$ cat src/rtl/srq_pkg.sv
package srq_pkg;
  localparam int unsigned CHAR_W = 8;

  typedef enum logic [2:0] {
    ST_IDLE,
    ST_START,
    ST_DATA,
    ST_PAR,
    ST_STOP
  } rx_state_t;

  typedef struct packed {
    logic              perr;
    logic [CHAR_W-1:0] data;
  } rx_char_t;

  typedef struct packed {
    logic              ovr;
    logic              perr;
    logic [CHAR_W-1:0] data;
  } q_entry_t;
endpackage

$ cat src/rtl/srq_baud.sv
module srq_baud #(
  parameter int unsigned DIV = 27
) (
  input  logic clk,
  input  logic rst,
  input  logic run,
  output logic tick
);
  localparam int unsigned CW = (DIV > 1) ? $clog2(DIV) : 1;
  localparam logic [CW-1:0] LAST = CW'(DIV - 1);

  logic [CW-1:0] cnt;

  always_ff @(posedge clk) begin
    if (rst || !run) begin
      cnt  <= '0;
      tick <= 1'b0;
    end else if (cnt == LAST) begin
      cnt  <= '0;
      tick <= 1'b1;
    end else begin
      cnt  <= cnt + 1'b1;
      tick <= 1'b0;
    end
  end
endmodule

$ cat src/rtl/srq_deser.sv
module srq_deser
  import srq_pkg::*;
#(
  parameter int unsigned OVS = 16
) (
  input  logic     clk,
  input  logic     rst,
  input  logic     run,
  input  logic     tick,
  input  logic     rxd_s,
  input  logic     par_chk,
  input  logic     par_odd,
  output logic     frm_vld,
  output rx_char_t frm
);
  localparam int unsigned CW  = $clog2(OVS);
  localparam int unsigned NBW = $clog2(CHAR_W);
  localparam logic [CW-1:0]  MID   = CW'(OVS / 2 - 1);
  localparam logic [CW-1:0]  LAST  = CW'(OVS - 1);
  localparam logic [NBW-1:0] LASTB = NBW'(CHAR_W - 1);

  rx_state_t         st;
  logic [CW-1:0]     cnt;
  logic [NBW-1:0]    nbit;
  logic [CHAR_W-1:0] shreg;
  logic              pbit;
  logic              f_chk;
  logic              f_odd;

  always_ff @(posedge clk) begin
    if (rst || !run) begin
      st      <= ST_IDLE;
      cnt     <= '0;
      nbit    <= '0;
      frm_vld <= 1'b0;
      f_chk   <= 1'b0;
      f_odd   <= 1'b0;
    end else begin
      frm_vld <= 1'b0;
      if (tick) begin
        case (st)
          ST_IDLE: if (!rxd_s) begin
            st    <= ST_START;
            cnt   <= '0;
            f_chk <= par_chk;
            f_odd <= par_odd;
          end
          ST_START: if (cnt == MID) begin
            cnt  <= '0;
            nbit <= '0;
            st   <= rxd_s ? ST_IDLE : ST_DATA;
          end else cnt <= cnt + 1'b1;
          ST_DATA: if (cnt == LAST) begin
            cnt   <= '0;
            shreg <= {rxd_s, shreg[CHAR_W-1:1]};
            if (nbit == LASTB) st <= f_chk ? ST_PAR : ST_STOP;
            else               nbit <= nbit + 1'b1;
          end else cnt <= cnt + 1'b1;
          ST_PAR: if (cnt == LAST) begin
            cnt  <= '0;
            pbit <= rxd_s;
            st   <= ST_STOP;
          end else cnt <= cnt + 1'b1;
          ST_STOP: if (cnt == LAST) begin
            cnt      <= '0;
            st       <= ST_IDLE;
            frm_vld  <= 1'b1;
            frm.data <= shreg;
            frm.perr <= f_chk && (pbit != ((^shreg) ^ f_odd));
          end else cnt <= cnt + 1'b1;
          default: st <= ST_IDLE;
        endcase
      end
    end
  end
endmodule

$ cat src/rtl/srq_fifo.sv
module srq_fifo
  import srq_pkg::*;
#(
  parameter int unsigned DEPTH = 2
) (
  input  logic     clk,
  input  logic     rst,
  input  logic     flush,
  input  logic     push,
  input  rx_char_t push_char,
  input  logic     pop,
  output q_entry_t head,
  output logic     avail,
  output logic [$clog2(DEPTH+1)-1:0] fill
);
  localparam int unsigned PW = (DEPTH > 1) ? $clog2(DEPTH) : 1;
  localparam int unsigned FW = $clog2(DEPTH + 1);
  localparam logic [PW-1:0] PLAST = PW'(DEPTH - 1);
  localparam logic [FW-1:0] FULLV = FW'(DEPTH);

  q_entry_t      mem [DEPTH];
  logic [PW-1:0] wptr, rptr;
  logic          ovr_pend;
  logic          full, do_pop, do_push;

  assign full    = (fill == FULLV);
  assign avail   = (fill != '0);
  assign do_pop  = pop && avail;
  assign do_push = push && (!full || do_pop);

  always_ff @(posedge clk) begin
    if (do_push) mem[wptr] <= '{ovr: ovr_pend, perr: push_char.perr, data: push_char.data};
  end

  always_ff @(posedge clk) begin
    if (rst || flush) begin
      wptr     <= '0;
      rptr     <= '0;
      fill     <= '0;
      ovr_pend <= 1'b0;
    end else begin
      if (do_push) wptr <= (wptr == PLAST) ? '0 : wptr + 1'b1;
      if (do_pop)  rptr <= (rptr == PLAST) ? '0 : rptr + 1'b1;
      if (do_push && !do_pop)      fill <= fill + 1'b1;
      else if (do_pop && !do_push) fill <= fill - 1'b1;
      if (do_push)              ovr_pend <= 1'b0;
      else if (push)            ovr_pend <= 1'b1;
    end
  end

  assign head = avail ? mem[rptr] : '0;
endmodule

$ cat src/rtl/serial_rx_queue.sv
module serial_rx_queue
  import srq_pkg::*;
#(
  parameter int unsigned TICK_DIV = 27,
  parameter int unsigned OVS      = 16,
  parameter int unsigned DEPTH    = 2
) (
  input  logic              clk,
  input  logic              rst,
  input  logic              rx_on,
  input  logic              par_chk,
  input  logic              par_odd,
  input  logic              rxd,
  input  logic              rd_stb,
  output logic [CHAR_W-1:0] rd_data,
  output logic              rd_avail,
  output logic              rd_perr,
  output logic              rd_ovr
);
  localparam int unsigned FW = $clog2(DEPTH + 1);

  logic [1:0]    sync;
  logic          tick;
  logic          frm_vld;
  rx_char_t      frm;
  q_entry_t      head;
  logic [FW-1:0] fill;

  always_ff @(posedge clk) begin
    if (rst) sync <= 2'b11;
    else     sync <= {sync[0], rxd};
  end

  srq_baud #(.DIV(TICK_DIV)) baud_i (
    .clk(clk), .rst(rst), .run(rx_on), .tick(tick)
  );

  srq_deser #(.OVS(OVS)) deser_i (
    .clk(clk), .rst(rst), .run(rx_on), .tick(tick), .rxd_s(sync[1]),
    .par_chk(par_chk), .par_odd(par_odd), .frm_vld(frm_vld), .frm(frm)
  );

  srq_fifo #(.DEPTH(DEPTH)) fifo_i (
    .clk(clk), .rst(rst), .flush(!rx_on), .push(frm_vld), .push_char(frm),
    .pop(rd_stb), .head(head), .avail(rd_avail), .fill(fill)
  );

  assign rd_data = head.data;
  assign rd_perr = head.perr;
  assign rd_ovr  = head.ovr;
endmodule

$ cat config.mk
export PLATFORM = sky130hd
export DESIGN_NAME = serial_rx_queue
export DESIGN_NICKNAME = d
export VERILOG_FILES = /design/src/rtl/srq_pkg.sv /design/src/rtl/srq_baud.sv /design/src/rtl/srq_deser.sv /design/src/rtl/srq_fifo.sv /design/src/rtl/serial_rx_queue.sv
export SDC_FILE = /design/constraint.sdc
export NUM_CORES = 1
export LEC_CHECK = 0
export BUFFER_PORTS_ARGS = -buffer_cell sky130_fd_sc_hd__buf_2
export CAP_MARGIN = 20
export CORE_AREA = 4 4 84 86
export DETAILED_ROUTE_END_ITERATION = 7
export DIE_AREA = 0 0 88 90
export PLACE_DENSITY = 0.66
export SLEW_MARGIN = 20
export SYNTH_ARGS = -nofsm -noshare
export SYNTH_HDL_FRONTEND = slang
export SYNTH_HIERARCHICAL = 1
export SYNTH_SLANG_ARGS = --single-unit
$ cat constraint.sdc
create_clock -name clk -period 2.1 [get_ports clk]
set_input_delay 0.525 -clock clk [delete_from_list [all_inputs] [get_ports clk]]
set_output_delay 0.525 -clock clk [all_outputs]
set_load 0.005 [all_outputs]
==> impl_metrics.py, run 1 <==
metrics = {
    "run_status": {
        "status": "finished, final reports clean",
    },
    "synthesis": {
        "synth_warnings": 6,
        "synth_top_area_share_pct": 41.62,
        "yosysTopAreaCell": "edfxtp_1",
        "synth_area_per_cell_um2": 12.52,
        "yosys_most_used_dff": "edfxtp_1",
        "synth_area_leaders": "edfxtp_1, dfxtp_1, mux2i_1",
        "syn_inst": 219,
        "syn_area_um2": 2741,
        "ys_seq_elements": 65,
        "synth_cell_type_count": 46,
        "async_reset_ff_share_pct": 0,
        "synth_nets": 232,
        "ys_seq_area_share_pct": 61.34,
        "synth_edf_count": 38,
    },
    "placement": {
        "post_dp_cell_area_um2": 2918,
        "place_congestion": 0.7614,
        "placed_cells_incl_taps": 311,
        "place.port_buffers": 17,
        "hpwl_mm": 2.928,
    },
    "global_routing": {
        "grt_pass1_wl_mm": 7.314,
        "grt_overflow": 0,
        "grt_pass1_vias": 1557,
        "antenna_found_initial": 0,
        "grt_max_degree": 17,
        "groute.usage.overall_pct": 11.87,
    },
    "routing": {
        "firstDrtPassIters": 4,
        "first_iter_violations": 64,
        "viasPerCell": 5.031,
        "ant_nets": 0,
        "drt-total-wl_mm": 4.105,
        "wl_per_cell_um": 12.55,
        "drt_drc_violations_left": 0,
        "vias": 1645,
    },
    "worst_setup_path": {
        "crit_path_end_kind": "primary output",
        "crit_type": "reg2out",
        "crit_required_ps": 1570,
        "critPathArrivalTime_ps": 1420,
        "cp_max_fo": 10,
        "critPathLaunchType": "register",
    },
    "clocking": {
        "htreeDepth": 3,
        "clkTransAtPathRegs_ps": 70,
        "cts_resized": 0,
        "clk_path_buf_depth": 2,
        "cts_buffers": 9,
        "root_buffer": "clkbuf_8",
        "cts_hold_buffers": 0,
        "clock-sinks": 65,
        "clock_latency_ps": 330,
        "cts_tree": "built",
        "postCtsSetupBuffers": 0,
    },
    "layout": {
        "drive_above_1_share_pct": 17.60,
        "final_cells": 327,
        "multi_input_area_um2": 998.5,
        "seq_area_um2": 1682,
        "n_fill_cell": 544,
        "num-nets-final": 258,
        "diodes": 0,
        "syn_to_final_growth_pct": 13.10,
        "final_area_um2": 3100,
    },
    "sta": {
        "fin_tns_setup_ps": 0,
        "slew_headroom_pct": 42.54,
        "fin_crit_sh_pct": 92.59,
        "fmax_mhz": 514.3,
        "worst_pin_slew_ps": 860.2,
        "hold_violations": 0,
        "finalSetupViolCount": 0,
        "fin_skew_ps": 6.380,
        "finalCriticalPeriod_ps": 1944,
        "slew_viol_final": 0,
        "rsz0062_at_grt": "no",
    },
    "die": {
        "coreArea_um2": 6277,
        "pin_count": 18,
        "start_util_pct": 43.67,
        "dieHeight_um": 90,
        "rows": 29,
        "die_area_um2": 7920,
        "die-width_um": 88,
    },
    "power_and_ir_drop": {
        "peakVddDrop_uv": 313.9,
        "p_leak_nw": 1.131,
        "pwr_density_cell_nw_per_um2": 745.6,
    },
    "worst_hold_path": {
        "hp-class": "in2reg",
    },
    "job": {
        "drv_cap": 0,
    },
}
through the flow:
| step | hold slack (ps) | power [mW] | setup WS [ps] | util [%] |
|---|---|---|---|---|
| 5_1_grt | 360.6 | 2.419 | 7.997 | 49.39 |
| 6_report | 370.5 | 2.312 | 155.5 | 49.39 |
| 2_1_floorplan | 385.4 | 1.383 | 52.11 | - |
| 3_3_place_gp | 406.2 | 1.397 | 198.6 | 46.48 |
| 3_5_place_dp | 405.4 | 1.397 | 135.6 | 46.48 |
| 4_1_cts | 343.4 | 2.357 | 102.6 | 49.39 |
final timing paths:
kind,from,end,slack (ps),cells past startpoint
setup / recovery,register,rd_data[0],160,3
hold / removal,rxd,sync[0],370,2
hold reg to reg,sync[0],sync[1],420,1
setup reg to reg,deser_i/cnt[0],deser_i/st[1],370,5
state kept, by name, summed over array words and instances (netlist names), 2 cells and up, named ones only:
signal,flops
deser_i/shreg,8
fifo_i/fill,2
deser_i/cnt,4
baud_i/cnt,5
deser_i/nbit,3
deser_i/frm,9
fifo_i/mem,20
sync,2
deser_i/st,3
worst max-delay path: stages, from the launching register on:
cell	delay, ps
dfxtp_1	670
mux2i_1	250
nor2_1	50
buf_2	120
cells in the mapped netlist (all sizes together), types with 6 or more instances:
library cell   n
nor2          29
dfxtp         27
edfxtp        38
a21oi          6
nand2          8
xor2           7
xnor2          6
mux2i         18
ha             6
inv            7
nand3          8
per-layer routing:
metal  vias up  routed length, um  track usage, %
met4         0                112           6.650
met1       763               1884           15.44
met2        28               1936           17.40
met3        11                171           3.565
met5         -                  0               0
li1        843                  -               -
power breakdown:
part	total, mW	internal, mW	switching (mW)
clock	0.943	0.493	0.449
sequential	1.34	1.34	0.00326
combinational	0.0286	0.0122	0.0164
cells by family (layout without fill, tap and decap cells):
family | count (synthesis) | in the layout | synth area share (%)
simple gates | 80 | 80 | 15.79
flops | 65 | 65 | 61.34
compound gates | 23 | 23 | 6.344
mux | 18 | 18 | 6.572
xor+xnor | 14 | 14 | 4.975
buf+inv | 13 | 44 | 2.236
fa+ha+maj | 6 | 6 | 2.738
final cells by class:
class	count	area share [%]
multi-input combinational	141	32.20
timing repair buffer	21	3.713
sequential	65	54.24
inverter	7	0.8475
tap	77	3.107
clock inverter	5	0.9685
clock buffer	11	4.923
placed cells by master (no fill, tap or decap), drive strengths merged, types with 2 or more instances in the layout:
cell	synthesis	routed
clkinvlp	0	2
a211oi	2	2
nor3b	4	4
nor3	3	3
mux2i	18	18
xor2	7	7
nand2b	2	2
nand2	8	8
a21oi	6	6
a211o	2	2
nor2b	4	4
o21ai	5	5
ha	6	6
nand3	8	8
clkinv	0	3
nor2	29	29
dfxtp	27	27
buf	5	21
xnor2	6	6
edfxtp	38	38
or3	5	5
o2111ai	2	2
and2	3	3
or2	4	4
or3b	2	2
inv	7	7
clkbuf	1	11
Power figures use the tool's default switching activity.
==> inputs of run 2 (changes only) <==
PLACE_DENSITY = 0.63   (was 0.66)
clock period = 2.4 ns   (was 2.1 ns; I/O delays follow)
==> impl_metrics.py, run 2 (synthesis gave the netlist of run 1 again) <==
metrics = {
    "sta": {
        "slew_viol_final": 0,
        "hold_violations": 0,
        "hold_slack_ps": 423.9,
        "finalSetupViolCount": 0,
        "worst_pin_slew_ps": 805.5,
        "fin_tns_setup_ps": 0,
        "timing.final.ws_setup_ps": 389.1,
        "rsz0062_at_grt": "no",
        "fin_skew_ps": 8.939,
        "finalCriticalPeriod_ps": 2011,
        "fmax_mhz": 497.3,
        "fin_crit_sh_pct": 83.79,
        "slew_headroom_pct": 46.19,
    },
    "die": {
        "start_util_pct": 43.67,
        "dieHeight_um": 90,
        "die_area_um2": 7920,
        "rows": 29,
        "pin_count": 18,
        "die-width_um": 88,
        "coreArea_um2": 6277,
    },
    "layout": {
        "final_area_um2": 3104,
        "num-nets-final": 258,
        "drive_above_1_share_pct": 17.20,
        "top_regs": "fifo_i/mem: 20 flops, deser_i/frm: 9 flops, deser_i/shreg: 8 flops",
        "regMostFlops": "fifo_i/mem",
        "final_cells": 327,
        "final_core_util_pct": 49.45,
        "final_common_cell": "edfxtp_1",
        "syn_to_final_growth_pct": 13.24,
        "diodes": 0,
        "n_fill_cell": 572,
        "layout_common_cells": "edfxtp_1, nor2_1, dfxtp_1",
        "largest_reg_flops": 20,
    },
    "worst_setup_path": {
        "crit_path_end_kind": "primary output",
        "critPathArrivalTime_ps": 1410,
        "regToRegStartpoint": "deser_i/cnt[0]",
        "crit_required_ps": 1800,
        "cp_max_fo": 10,
        "crit_type": "reg2out",
        "r2r_slack_ps": 550,
        "r2r_end": "deser_i/st[1]",
        "critPathLaunchType": "register",
        "worstRegToRegCells": 5,
    },
    "routing": {
        "vias": 1643,
        "drt-total-wl_mm": 4.221,
        "wl_per_cell_um": 12.91,
        "first_iter_violations": 96,
        "firstDrtPassIters": 5,
        "ant_nets": 0,
        "viasPerCell": 5.024,
        "drt_drc_violations_left": 0,
    },
    "global_routing": {
        "antenna_found_initial": 0,
        "grt_overflow": 0,
        "grt_max_degree": 17,
        "top_usage_layer": "met2",
        "grt_pass1_vias": 1490,
        "groute.usage.overall_pct": 11.77,
        "use_met2_pct": 16.90,
        "grt_pass1_wl_mm": 7.148,
        "met3_usage_pct": 4.388,
        "met1_usage_pct": 15.48,
    },
    "placement": {
        "place.port_buffers": 17,
        "place_congestion": 0.7783,
        "post_dp_cell_area_um2": 2918,
        "pre_cts_ws_ps": 352.0,
        "hpwl_mm": 2.955,
        "placed_cells_incl_taps": 311,
    },
    "power_and_ir_drop": {
        "internal_power_mw": 1.653,
        "sw_frac_of_total_pct": 20.05,
        "clockPowerShare_pct": 42.1,
        "power.total_mw": 2.067,
        "p_leak_nw": 1.131,
        "p_switching_mw": 0.4146,
        "combPwrFrac_pct": 1.2,
        "peakVddDrop_uv": 308.3,
        "pwr_density_cell_nw_per_um2": 666.0,
        "p_seq_share_pct": 56.7,
    },
    "worst_hold_path": {
        "min_from": "sync[0]",
        "whs_endpoint": "sync[1]",
        "min_path_cells": 1,
        "hp-class": "reg2reg",
    },
    "clocking": {
        "cts_buffers": 9,
        "clkTransAtPathRegs_ps": 70,
        "cts_tree": "built",
        "cts_resized": 0,
        "clk_path_buf_depth": 2,
        "root_buffer": "clkbuf_8",
        "htreeDepth": 3,
        "cts_hold_buffers": 0,
        "postCtsSetupBuffers": 0,
        "clock_latency_ps": 330,
        "clock-sinks": 65,
    },
    "run_status": {
        "status": "finished, final reports clean",
    },
    "job": {
        "drv_cap": 0,
    },
}
run 2: how the worst max path moves through the flow:
stage	endpoint	cells past startpoint
3_5_place_dp	deser_i/shreg[0]	5
5_1_grt	rd_data[4]	3
2_1_floorplan	deser_i/shreg[0]	3
6_report	rd_data[7]	3
4_1_cts	rd_data[7]	3
3_3_place_gp	deser_i/shreg[1]	5
run 2: power by group through the flow:
stage          Clock, mW  Sequential (mW)  Combinational, mW
6_report           0.870             1.17             0.0251
5_1_grt            0.964             1.17             0.0279
4_1_cts            0.906             1.17             0.0256
3_5_place_dp           0             1.20             0.0255
3_3_place_gp           0             1.20             0.0249
2_1_floorplan          0             1.20             0.0137
run 2: metal layers:
layer | up-vias | wire, um
met1 | 762 | 1951
met5 | - | 0
li1 | 843 | -
met2 | 30 | 1982
met4 | 0 | 84
met3 | 8 | 202
run 2: final cells by class:
type | instances | area, um^2 | share of cell area [%]
sequential | 65 | 1682 | 54.17
clock inverter | 6 | 58.81 | 1.894
inverter | 7 | 26.28 | 0.8464
multi-input combinational | 141 | 998.5 | 32.16
clock buffer | 10 | 127.6 | 4.111
tap | 77 | 96.34 | 3.104
timing repair buffer | 21 | 115.1 | 3.708
run 2: critical path: stages (launching register included):
cell and delay (ps):
dfxtp_1 660, mux2i_1 250, nor2_1 50, buf_2 120
==> inputs of run 3 (changes only) <==
PLACE_DENSITY = 0.66   (was 0.63)
clock period = 1.8 ns   (was 2.4 ns; I/O delays follow)
==> impl_metrics.py, run 3 (synthesis gave the netlist of run 1 again) <==
metrics = {
    "die": {
        "die-width_um": 88,
        "pin_count": 18,
        "dieHeight_um": 90,
        "die_area_um2": 7920,
        "start_util_pct": 43.67,
        "coreArea_um2": 6277,
        "rows": 29,
    },
    "global_routing": {
        "grt_pass1_wl_mm": 7.438,
        "grt_pass1_vias": 1623,
        "groute.usage.overall_pct": 12.04,
        "grt_max_degree": 14,
        "antenna_found_initial": 0,
        "grt_overflow": 0,
    },
    "placement": {
        "placed_cells_incl_taps": 317,
        "place.port_buffers": 17,
        "place_congestion": 0.8455,
        "post_dp_cell_area_um2": 2968,
        "hpwl_mm": 2.916,
    },
    "worst_setup_path": {
        "crit_type": "reg2reg",
        "critPathLaunchType": "register",
        "cp_max_fo": 5,
        "crit_required_ps": 2070,
        "crit_path_end_kind": "register",
        "critPathArrivalTime_ps": 2000,
    },
    "sta": {
        "finalSetupViolCount": 0,
        "worst_pin_slew_ps": 827.4,
        "fin_tns_setup_ps": 0,
        "hold_violations": 0,
        "finalCriticalPeriod_ps": 1732,
        "fin_crit_sh_pct": 96.20,
        "slew_headroom_pct": 44.73,
        "fmax_mhz": 577.5,
        "slew_viol_final": 0,
        "fin_skew_ps": 8.941,
        "rsz0062_at_grt": "no",
    },
    "layout": {
        "layout_common_cells": "edfxtp_1, nor2_1, dfxtp_1",
        "syn_to_final_growth_pct": 17.98,
        "final_common_cell": "edfxtp_1",
        "num-nets-final": 264,
        "final_core_util_pct": 51.52,
        "regMostFlops": "fifo_i/mem",
        "final_area_um2": 3234,
        "diodes": 0,
        "drive_above_1_share_pct": 22.66,
        "largest_reg_flops": 20,
        "final_cells": 333,
        "top_regs": "fifo_i/mem: 20 flops, deser_i/frm: 9 flops, deser_i/shreg: 8 flops",
    },
    "clocking": {
        "clk_path_buf_depth": 2,
        "cts_tree": "built",
        "cts_hold_buffers": 0,
        "htreeDepth": 3,
        "root_buffer": "clkbuf_8",
        "cts_resized": 0,
        "clkTransAtPathRegs_ps": 70,
        "postCtsSetupBuffers": 0,
        "clock_latency_ps": 340,
        "clock-sinks": 65,
        "cts_buffers": 9,
    },
    "routing": {
        "drt-total-wl_mm": 4.331,
        "firstDrtPassIters": 4,
        "wl_per_cell_um": 13.01,
        "drt_drc_violations_left": 0,
        "ant_nets": 0,
        "viasPerCell": 4.955,
        "vias": 1650,
        "first_iter_violations": 58,
    },
    "power_and_ir_drop": {
        "p_switching_mw": 0.6031,
        "internal_power_mw": 2.508,
        "clockPowerShare_pct": 48.7,
        "p_seq_share_pct": 50.2,
        "peakVddDrop_uv": 591.2,
        "sw_frac_of_total_pct": 19.38,
        "power.total_mw": 3.111,
        "p_leak_nw": 1.196,
        "combPwrFrac_pct": 1.1,
        "pwr_density_cell_nw_per_um2": 962.0,
    },
    "run_status": {
        "status": "finished, final reports clean",
    },
    "job": {
        "drv_cap": 0,
    },
    "worst_hold_path": {
        "hp-class": "in2reg",
    },
}
[run 3: area by class of cell]
type / instances / area, um^2
inverters: 7 / 26.28
well taps: 77 / 96.34
repair buffers: 27 / 160.2
clock buffers: 9 / 123.9
flip-flops and latches: 65 / 1685
multi-input cells: 141 / 1017
fillers: 552 / 3043
clock inverters: 7 / 125.1
[run 3: metal layers]
metal  wire, um  global-route usage, %  vias up
met2       2085                  18.09       34
met3        220                  4.296        5
met1       1972                  15.39      753
li1           -                      -      858
met5          0                      0        -
met4         53                  5.499        0
[run 3: critical path: stages (launching register included)]
cell and delay (ps):
dfxtp_1 390, inv_1 60, o31a_2 350, ha_1 330
or3_1 390, a21oi_1 150
[run 3: worst paths after layout]
path	startpoint	endpoint	slack [ps]	depth (start not counted)
worst max-delay path	fifo_i/fill[1]	fifo_i/fill[1]	70	5
worst min-delay path	rxd	sync[0]	300	2
worst max register to register	fifo_i/fill[1]	fifo_i/fill[1]	70	5
worst min register to register	sync[0]	sync[1]	420	1
[run 3: stage by stage]
step | hold WS (ps) | setup slack, ps
after floorplan | 385.4 | 25.53
after global placement | 402.5 | 77.27
after detailed placement | 404.2 | 15.59
after CTS | 285.2 | 58.69
after global routing | 287.5 | 9.474
final | 303.4 | 68.45
[run 3: power by group through the flow]
stage          sequential, mW  combinational, mW  clock [mW]
2_1_floorplan            1.60             0.0182           0
3_3_place_gp             1.60             0.0356           0
3_5_place_dp             1.60             0.0356           0
4_1_cts                  1.56             0.0356        1.56
5_1_grt                  1.56             0.0407        1.64
6_report                 1.56             0.0347        1.51
